`src/rtl/otp_page_fetch.sv`:
```
module otp_page_fetch #(
  parameter logic        DIE_SEL     = 1'b0,
  parameter logic [15:0] BUF_BASE    = 16'h0400,
  parameter int          WORDS       = 256,
  parameter int          TIMEOUT_CYC = 4096,
  parameter logic [15:0] EXIT_CMD    = 16'h00F0
) (
  input  logic        clk,
  input  logic        rst_n,
  input  logic        start,
  input  logic [5:0]  page_sel,
  input  logic [1:0]  sector_sel,
  input  logic        skip_clear,
  output logic [15:0] reg_addr,
  output logic [15:0] reg_wdata,
  output logic        reg_wr,
  output logic        reg_rd,
  input  logic [15:0] reg_rdata,
  input  logic        reg_ready,
  output logic [15:0] dout,
  output logic        dout_valid,
  output logic        busy,
  output logic        done,
  output logic        timeout_err
);

  localparam int IW = (WORDS > 1) ? $clog2(WORDS) : 1;
  localparam int TW = (TIMEOUT_CYC > 1) ? $clog2(TIMEOUT_CYC) : 1;
  localparam logic [15:0] A_SEL  = 16'hF100;
  localparam logic [15:0] A_PAGE = 16'hF107;
  localparam logic [15:0] A_WIN  = 16'hF200;
  localparam logic [15:0] A_CMD  = 16'hF220;
  localparam logic [15:0] A_INT  = 16'hF241;
  localparam logic [15:0] C_OTP  = 16'h0065;
  localparam logic [15:0] C_LOAD = 16'h0000;
  localparam logic [15:0] WIN_V  = 16'h0800;

  typedef enum logic [3:0] {
    S_IDLE, S_SEL, S_CLR1, S_OTP, S_POLL1, S_PAGE, S_WIN,
    S_CLR2, S_LOAD, S_POLL2, S_RD, S_EXIT
  } st_t;

  st_t           state, nxt;
  logic [5:0]    pg_q;
  logic [1:0]    sc_q;
  logic          skip_q;
  logic [IW-1:0] idx;
  logic [TW-1:0] tcnt;
  logic          seen_low;
  logic [15:0]   dout_q;
  logic          dval_q, done_q, err_q;

  wire xfer    = reg_ready && (reg_wr || reg_rd);
  wire polling = (state == S_POLL1) || (state == S_POLL2);
  wire rise    = polling && xfer && reg_rdata[15] && seen_low;
  wire expire  = polling && !rise && (tcnt == TW'(TIMEOUT_CYC - 1));
  wire last_rd = (idx == IW'(WORDS - 1));
  wire accept  = (state == S_IDLE) && start;

  always_comb begin
    reg_wr    = 1'b0;
    reg_rd    = 1'b0;
    reg_addr  = 16'h0000;
    reg_wdata = 16'h0000;
    case (state)
      S_SEL:   begin reg_wr = 1'b1; reg_addr = A_SEL;  reg_wdata = {DIE_SEL, 15'b0}; end
      S_CLR1,
      S_CLR2:  begin reg_wr = 1'b1; reg_addr = A_INT;  reg_wdata = 16'h0000; end
      S_OTP:   begin reg_wr = 1'b1; reg_addr = A_CMD;  reg_wdata = C_OTP; end
      S_PAGE:  begin reg_wr = 1'b1; reg_addr = A_PAGE; reg_wdata = {8'h00, pg_q, sc_q}; end
      S_WIN:   begin reg_wr = 1'b1; reg_addr = A_WIN;  reg_wdata = WIN_V; end
      S_LOAD:  begin reg_wr = 1'b1; reg_addr = A_CMD;  reg_wdata = C_LOAD; end
      S_EXIT:  begin reg_wr = 1'b1; reg_addr = A_CMD;  reg_wdata = EXIT_CMD; end
      S_POLL1,
      S_POLL2: begin reg_rd = 1'b1; reg_addr = A_INT; end
      S_RD:    begin reg_rd = 1'b1; reg_addr = BUF_BASE + 16'(idx); end
      default: ;
    endcase
  end

  always_comb begin
    nxt = state;
    case (state)
      S_IDLE:  if (start) nxt = S_SEL;
      S_SEL:   if (xfer) nxt = skip_q ? S_OTP : S_CLR1;
      S_CLR1:  if (xfer) nxt = S_OTP;
      S_OTP:   if (xfer) nxt = S_POLL1;
      S_POLL1: if (rise) nxt = S_PAGE; else if (expire) nxt = S_EXIT;
      S_PAGE:  if (xfer) nxt = S_WIN;
      S_WIN:   if (xfer) nxt = skip_q ? S_LOAD : S_CLR2;
      S_CLR2:  if (xfer) nxt = S_LOAD;
      S_LOAD:  if (xfer) nxt = S_POLL2;
      S_POLL2: if (rise) nxt = S_RD; else if (expire) nxt = S_EXIT;
      S_RD:    if (xfer && last_rd) nxt = S_EXIT;
      S_EXIT:  if (xfer) nxt = S_IDLE;
      default: nxt = S_IDLE;
    endcase
  end

  always_ff @(posedge clk or negedge rst_n) begin
    if (!rst_n) begin
      state    <= S_IDLE;
      pg_q     <= '0;
      sc_q     <= '0;
      skip_q   <= 1'b0;
      idx      <= '0;
      tcnt     <= '0;
      seen_low <= 1'b0;
      dout_q   <= '0;
      dval_q   <= 1'b0;
      done_q   <= 1'b0;
      err_q    <= 1'b0;
    end else begin
      state <= nxt;
      if (accept) begin
        pg_q   <= page_sel;
        sc_q   <= sector_sel;
        skip_q <= skip_clear;
      end
      if (state != S_RD) idx <= '0;
      else if (xfer)     idx <= idx + 1'b1;
      if (!polling) begin
        tcnt     <= '0;
        seen_low <= 1'b0;
      end else begin
        tcnt <= tcnt + 1'b1;
        if (xfer && !reg_rdata[15]) seen_low <= 1'b1;
      end
      dval_q <= (state == S_RD) && xfer;
      if ((state == S_RD) && xfer) dout_q <= reg_rdata;
      done_q <= (state == S_EXIT) && xfer;
      if (accept)      err_q <= 1'b0;
      else if (expire) err_q <= 1'b1;
    end
  end

  assign dout        = dout_q;
  assign dout_valid  = dval_q;
  assign busy        = (state != S_IDLE);
  assign done        = done_q;
  assign timeout_err = err_q;

  assert_idle_quiet_R1: assert property (@(posedge clk) disable iff (!rst_n)
    !busy |-> (!reg_wr && !reg_rd));

  assert_hold_R3: assert property (@(posedge clk) disable iff (!rst_n)
    ((reg_wr || reg_rd) && !reg_ready && !expire) |=>
      ($stable(reg_addr) && $stable(reg_wdata) && $stable(reg_wr) && $stable(reg_rd)));

  assert_one_strobe_R3: assert property (@(posedge clk) disable iff (!rst_n)
    !(reg_wr && reg_rd));

  assert_valid_cause_R6: assert property (@(posedge clk) disable iff (!rst_n)
    dout_valid |-> $past(reg_rd && reg_ready && reg_addr != A_INT));

  assert_done_pulse_R7: assert property (@(posedge clk) disable iff (!rst_n)
    done |=> !done);

  assert_done_cause_R7: assert property (@(posedge clk) disable iff (!rst_n)
    done |-> ($past(reg_wr && reg_ready && reg_addr == A_CMD && reg_wdata == EXIT_CMD) && !busy));

  assert_err_cause_R8: assert property (@(posedge clk) disable iff (!rst_n)
    $rose(timeout_err) |-> $past(reg_rd && reg_addr == A_INT));

  assert_frozen_R9: assert property (@(posedge clk) disable iff (!rst_n)
    busy |=> (!busy || ($stable(pg_q) && $stable(sc_q) && $stable(skip_q))));

endmodule

```
`config.mk`:
```
export PLATFORM = sky130hd
export DESIGN_NAME = otp_page_fetch
export DESIGN_NICKNAME = d
export VERILOG_FILES = /design/src/rtl/otp_page_fetch.sv
export SDC_FILE = /design/constraint.sdc
export NUM_CORES = 1
export LEC_CHECK = 0
export CORE_MARGIN = 2
export CORE_UTILIZATION = 30
export CTS_CLUSTER_SIZE = 25
export DETAILED_ROUTE_END_ITERATION = 10
export PLACE_DENSITY = 0.52
export SYNTH_ARGS = -nofsm -noshare
export SYNTH_HDL_FRONTEND = slang
export SYNTH_SLANG_ARGS = --single-unit
```
`constraint.sdc`:
```
create_clock -name clk -period 3.7 [get_ports clk]
set_clock_uncertainty 0.2 [all_clocks]
set_input_delay 0.37 -clock clk [delete_from_list [all_inputs] [get_ports clk]]
set_output_delay 0.37 -clock clk [all_outputs]
set_load 0.05 [all_outputs]
```
* Word level (Yosys, flattened, before mapping)
Index checks and enable logic that the tools add are counted.
Operators by class: add/sub/neg operators 3, reduce and logical (&&, ||, !) cells 24, multiplexer cells 27, equal/unequal tests 25
Operators by type and width (number):
- 16-bit case mux with 6 select lines | 1
- 4-bit 2-to-1 mux | 14
- 12-bit case mux with 4 select lines | 1
- 4-bit case mux with 12 select lines | 1
- 2-bit inequality test (second input constant) | 10
- 4-bit by 3-bit == test with 1-bit output (second input constant) | 4
- 4-bit == test (second input constant) | 4
- 8-bit 2-to-1 mux | 2
- 11-bit by 8-bit adder with 12-bit output (first input constant) | 1
- 12-bit by 1-bit adder with 12-bit output (second input constant) | 1
- 12-bit == test (second input constant) | 1
- 12-bit 2-to-1 mux | 1
- 1-bit logical AND | 11
- 10-bit AND reduction | 1
- 8-bit by 1-bit adder with 8-bit output (second input constant) | 1
- 4-bit by 2-bit == test with 1-bit output (second input constant) | 2
- 8-bit == test (second input constant) | 1
- 8-bit OR reduction | 1
- 1-bit 2-to-1 mux | 7
- 3-bit OR reduction | 2
- 4-bit by 1-bit == test with 1-bit output (second input constant) | 1
- 4-bit logical NOT | 1
- 4-bit inequality test (second input constant) | 1
- 2-bit nonzero test | 2
- 5 further kinds | 7
Storage, ports and cells: input port bits 29, register bits 53, word-level logic and storage cells 90, output and inout bits 54

* Longest topological paths before layout
word-level depth 14, mapped depth 8, mapped depth without buffers 6

* Worst setup path after synthesis
OpenSTA, ideal clock, no wires.
kind register -> output, start register state[0], end output port reg_addr[13], path buffers 2, arrival 2.363 ns, cell stages (with the launch flop) 7, path slack 0.767 ns, data required time 3.130 ns, cell sequence dfrtp_1 -> buf_4 -> inv_1 -> a21oi_1 -> o22ai_1 -> or2_2 -> buf_4
Between the ends: longest elaborated chain between the ends 3, elaborated cells on any way between the ends 14, those cells by class eq/ne (11); mux (1); reduce/logical (2)
RTL lines:
- from (decl) | line 43 | st_t state, nxt;
- from (signal assigned) | line 114 | state <= nxt;
- 4-bit by 3-bit == test with 1-bit output, or another cell as far along | line 65 | case (state)
- 4-bit OR reduction (no source line) / 3-bit OR reduction (equally long branches)
- 16-bit case mux with 6 select lines * | line 65
- to (decl) | line 14 | output logic [15:0] reg_addr,
Mark *: on every way between the ends. The rest lies on a longest branch, timed or not.

* Worst setup path after layout
start register state[0], end output port reg_addr[2]
The elaborated chain is that of the path after synthesis.

==> results.json <==
{
  "grt_pass1_wl_mm": 11.36,
  "cp.required_ns": 3.13,
  "relSlewSlack": 0.4979,
  "groute.usage.overall": 0.1387,
  "antenna_cells": 0,
  "clock_latency_ns": 0.31,
  "start_util": 0.3104,
  "setup_tns_ns": 0,
  "syn_area_mm2": 0.002882,
  "drt_iter0_markers": 145,
  "hold_path_class": "register to register",
  "tightest_slew_ns": 0.7532,
  "seqCellArea_mm2": 0.001326,
  "hold_path_depth": 1,
  "ys_seq_elements": 53,
  "place_area_mm2": 0.003662,
  "vdd.ir_drop.worst_v": 0.0003481,
  "num-nets-final": 380,
  "clockRootBuffer": "clkbuf_8",
  "htreeDepth": 2,
  "path_max_fanout": 17,
  "maxSlewViolCount": 0,
  "wire_per_inst_um": 14.39,
  "firstDrtPassIters": 5,
  "nFillCells": 938,
  "startpoint_type": "register",
  "post-cts-setup-buffer-count": 0,
  "die_h_um": 102.0,
  "cts_buffer_depth": 2,
  "fin_crit_sh": 0.9103,
  "ant_nets": 0,
  "syn_inst": 278,
  "antenna_found_initial": 0,
  "synth_edf_count": 0,
  "timing.fmax_mhz": 296.9,
  "avgViaCountPerCell": 4.733,
  "cts_sinks": 53,
  "finalHoldViolCount": 0,
  "use_met1": 0.1945,
  "dpl.hpwl_mm": 5.049,
  "period_needed_ns": 3.368,
  "grtUsageMet2": 0.2100,
  "num_rows": 35,
  "ys.flop_type": "dfrtp_1",
  "num_vias": 2267,
  "p_per_area_mw_per_mm2": 832.1,
  "drt-total-wl_mm": 6.892,
  "synthArstFlopShare": 1.000,
  "grt_max_degree": 34,
  "r2r_slack_ns": 1.20,
  "drive_gt1_frac": 0.1343,
  "dieArea_mm2": 0.01041,
  "yosysUniqueCellTypes": 58,
  "area_growth_pct": 30.44,
  "r2r_cells": 4,
  "multi_input_area_mm2": 0.001371,
  "portBuffers": 74,
  "avgSynthCellArea_um2": 10.37,
  "grt_setup_unrepaired": "false",
  "maxCapViolations": 0,
  "outcome": "completed",
  "grt_pass1_vias": 2269,
  "ys_seq_area_frac": 0.4603,
  "ioPinCount": 83,
  "end_kind": "output pin",
  "crit_type": "register to output pin",
  "yosys_warnings": 0,
  "tritoncts": "yes",
  "cts_buffers": 5,
  "clk_pin_slew_ns": 0.10,
  "gr-usage-met3": 0.03420,
  "worstPathArrival_ns": 2.80,
  "drc": 0,
  "overflow": 0,
  "die_w_um": 102.0,
  "leakage_nw": 1.653,
  "grt.busiest_layer": "met2",
  "core-area_mm2": 0.009284,
  "final_area_mm2": 0.003759,
  "finalWeightedCongestion": 0.7843,
  "finalSetupViolCount": 0
}
[cell type report]
cell class              count  area share
inverters                   8    0.007989
multi-input cells         201      0.3648
flip-flops and latches     53      0.3529
clock inverters             2    0.003662
clock buffers               6     0.01931
repair buffers             80      0.2084
well taps                 129     0.04294
[flip-flops by register name, summed over array words and instances (netlist names)]
signal / count
pg_q: 6
done: 1
idx: 8
timeout_err: 1
state: 4
tcnt: 12
sc_q: 2
seen_low: 1
dout_valid: 1
dout: 16
skip_q: 1
[per-stage QoR]
step / setup slack, ns / power [W] / hold WS [ns] / cells / util
after detailed placement: 0.7020 / 0.002806 / 0.2786 / 470 / 0.3945
after CTS: 0.3527 / 0.003145 / 0.2933 / 479 / 0.4049
final: 0.3320 / 0.003128 / 0.2933 / 479 / 0.4049
after global routing: 0.1300 / 0.003308 / 0.3221 / 479 / 0.4049
after global placement: 0.7606 / 0.002817 / 0.2749 / 470 / 0.3945
after floorplan: 0.7667 / 0.002283 / -0.1256 / 285 / -
[per-layer routing]
layer	up-vias	part of all wire
met1	1084	0.46
li1	1090	-
met2	85	0.45
met3	8	0.065
met5	-	0
met4	0	0.016
[synthesized netlist by cell type (all sizes together), types with 3 or more instances]
library cell / instances / area [um^2]
and2: 4 / 25.02
or3: 3 / 18.77
clkbuf: 5 / 38.79
mux2i: 4 / 40.04
nor3: 3 / 15.01
nor2: 36 / 135.1
o22ai: 3 / 18.77
xor2: 9 / 78.83
and3: 12 / 77.57
mux2: 25 / 281.5
nand3: 4 / 20.02
xnor2: 6 / 52.55
nand2b: 5 / 31.28
dfrtp: 53 / 1326
nand4: 4 / 25.02
o21ai: 7 / 35.03
nand2: 16 / 75.07
buf: 18 / 141.4
inv: 8 / 30.03
a21oi: 19 / 98.85
a22oi: 3 / 27.52
[where the power goes]
part	internal (W)	switching, W	total, W
combinational	0.000691	0.00126	0.00196
sequential	0.000719	0.000124	0.000843
clock	0.000135	0.000194	0.000329
[critical path: stages, from the launching register on]
cell and delay [ns]:
dfrtp_1 0.57, nor2b_1 0.63, nand2_4 0.20, inv_2 0.15, a21o_2 0.13, clkdlybuf4s50_1 0.80
[placed cells by master, fill, tap and decap left out, types with 4 or more instances in the layout]
cell	Yosys	final
xnor2_1	6	6
buf_4	13	5
clkbuf_8	2	5
xor2_1	9	9
nor2_1	36	36
and2_1	4	4
mux2i_1	4	4
nand2b_1	5	5
a21oi_1	18	18
dfrtp_1	53	53
mux2_1	6	6
nand3_1	4	4
nand4_1	4	4
o21ai_0	7	7
inv_1	7	7
clkdlybuf4s50_1	0	73
and3_1	10	10
mux2_2	19	19
conb_1	1	8
nand2_1	14	14
[path summary, 6_finish.rpt]
path / startpoint / to
worst max-delay path: state[0] / reg_addr[2]
worst min register to register: pg_q[1] / pg_q[1]
worst min-delay path: pg_q[1] / pg_q[1]
min in group asynchronous: rst_n / state[0]
worst max register to register: state[3] / pg_q[3]
max in group asynchronous: rst_n / dout[3]
[cells by family after synthesis]
group           synth area share
fa+ha+maj                0.01259
xor+xnor                 0.04559
compound gates            0.1203
mux                       0.1116
buf+inv                  0.07295
flops                     0.4603
other cells             0.001301
simple gates              0.1754
[repair_timing]
item	in CTS	in global routing
hold buffers	1	0
hold endpoints to repair	32	0
gates resized for setup	0	0
No activity file was read; power rests on OpenSTA's default activity.
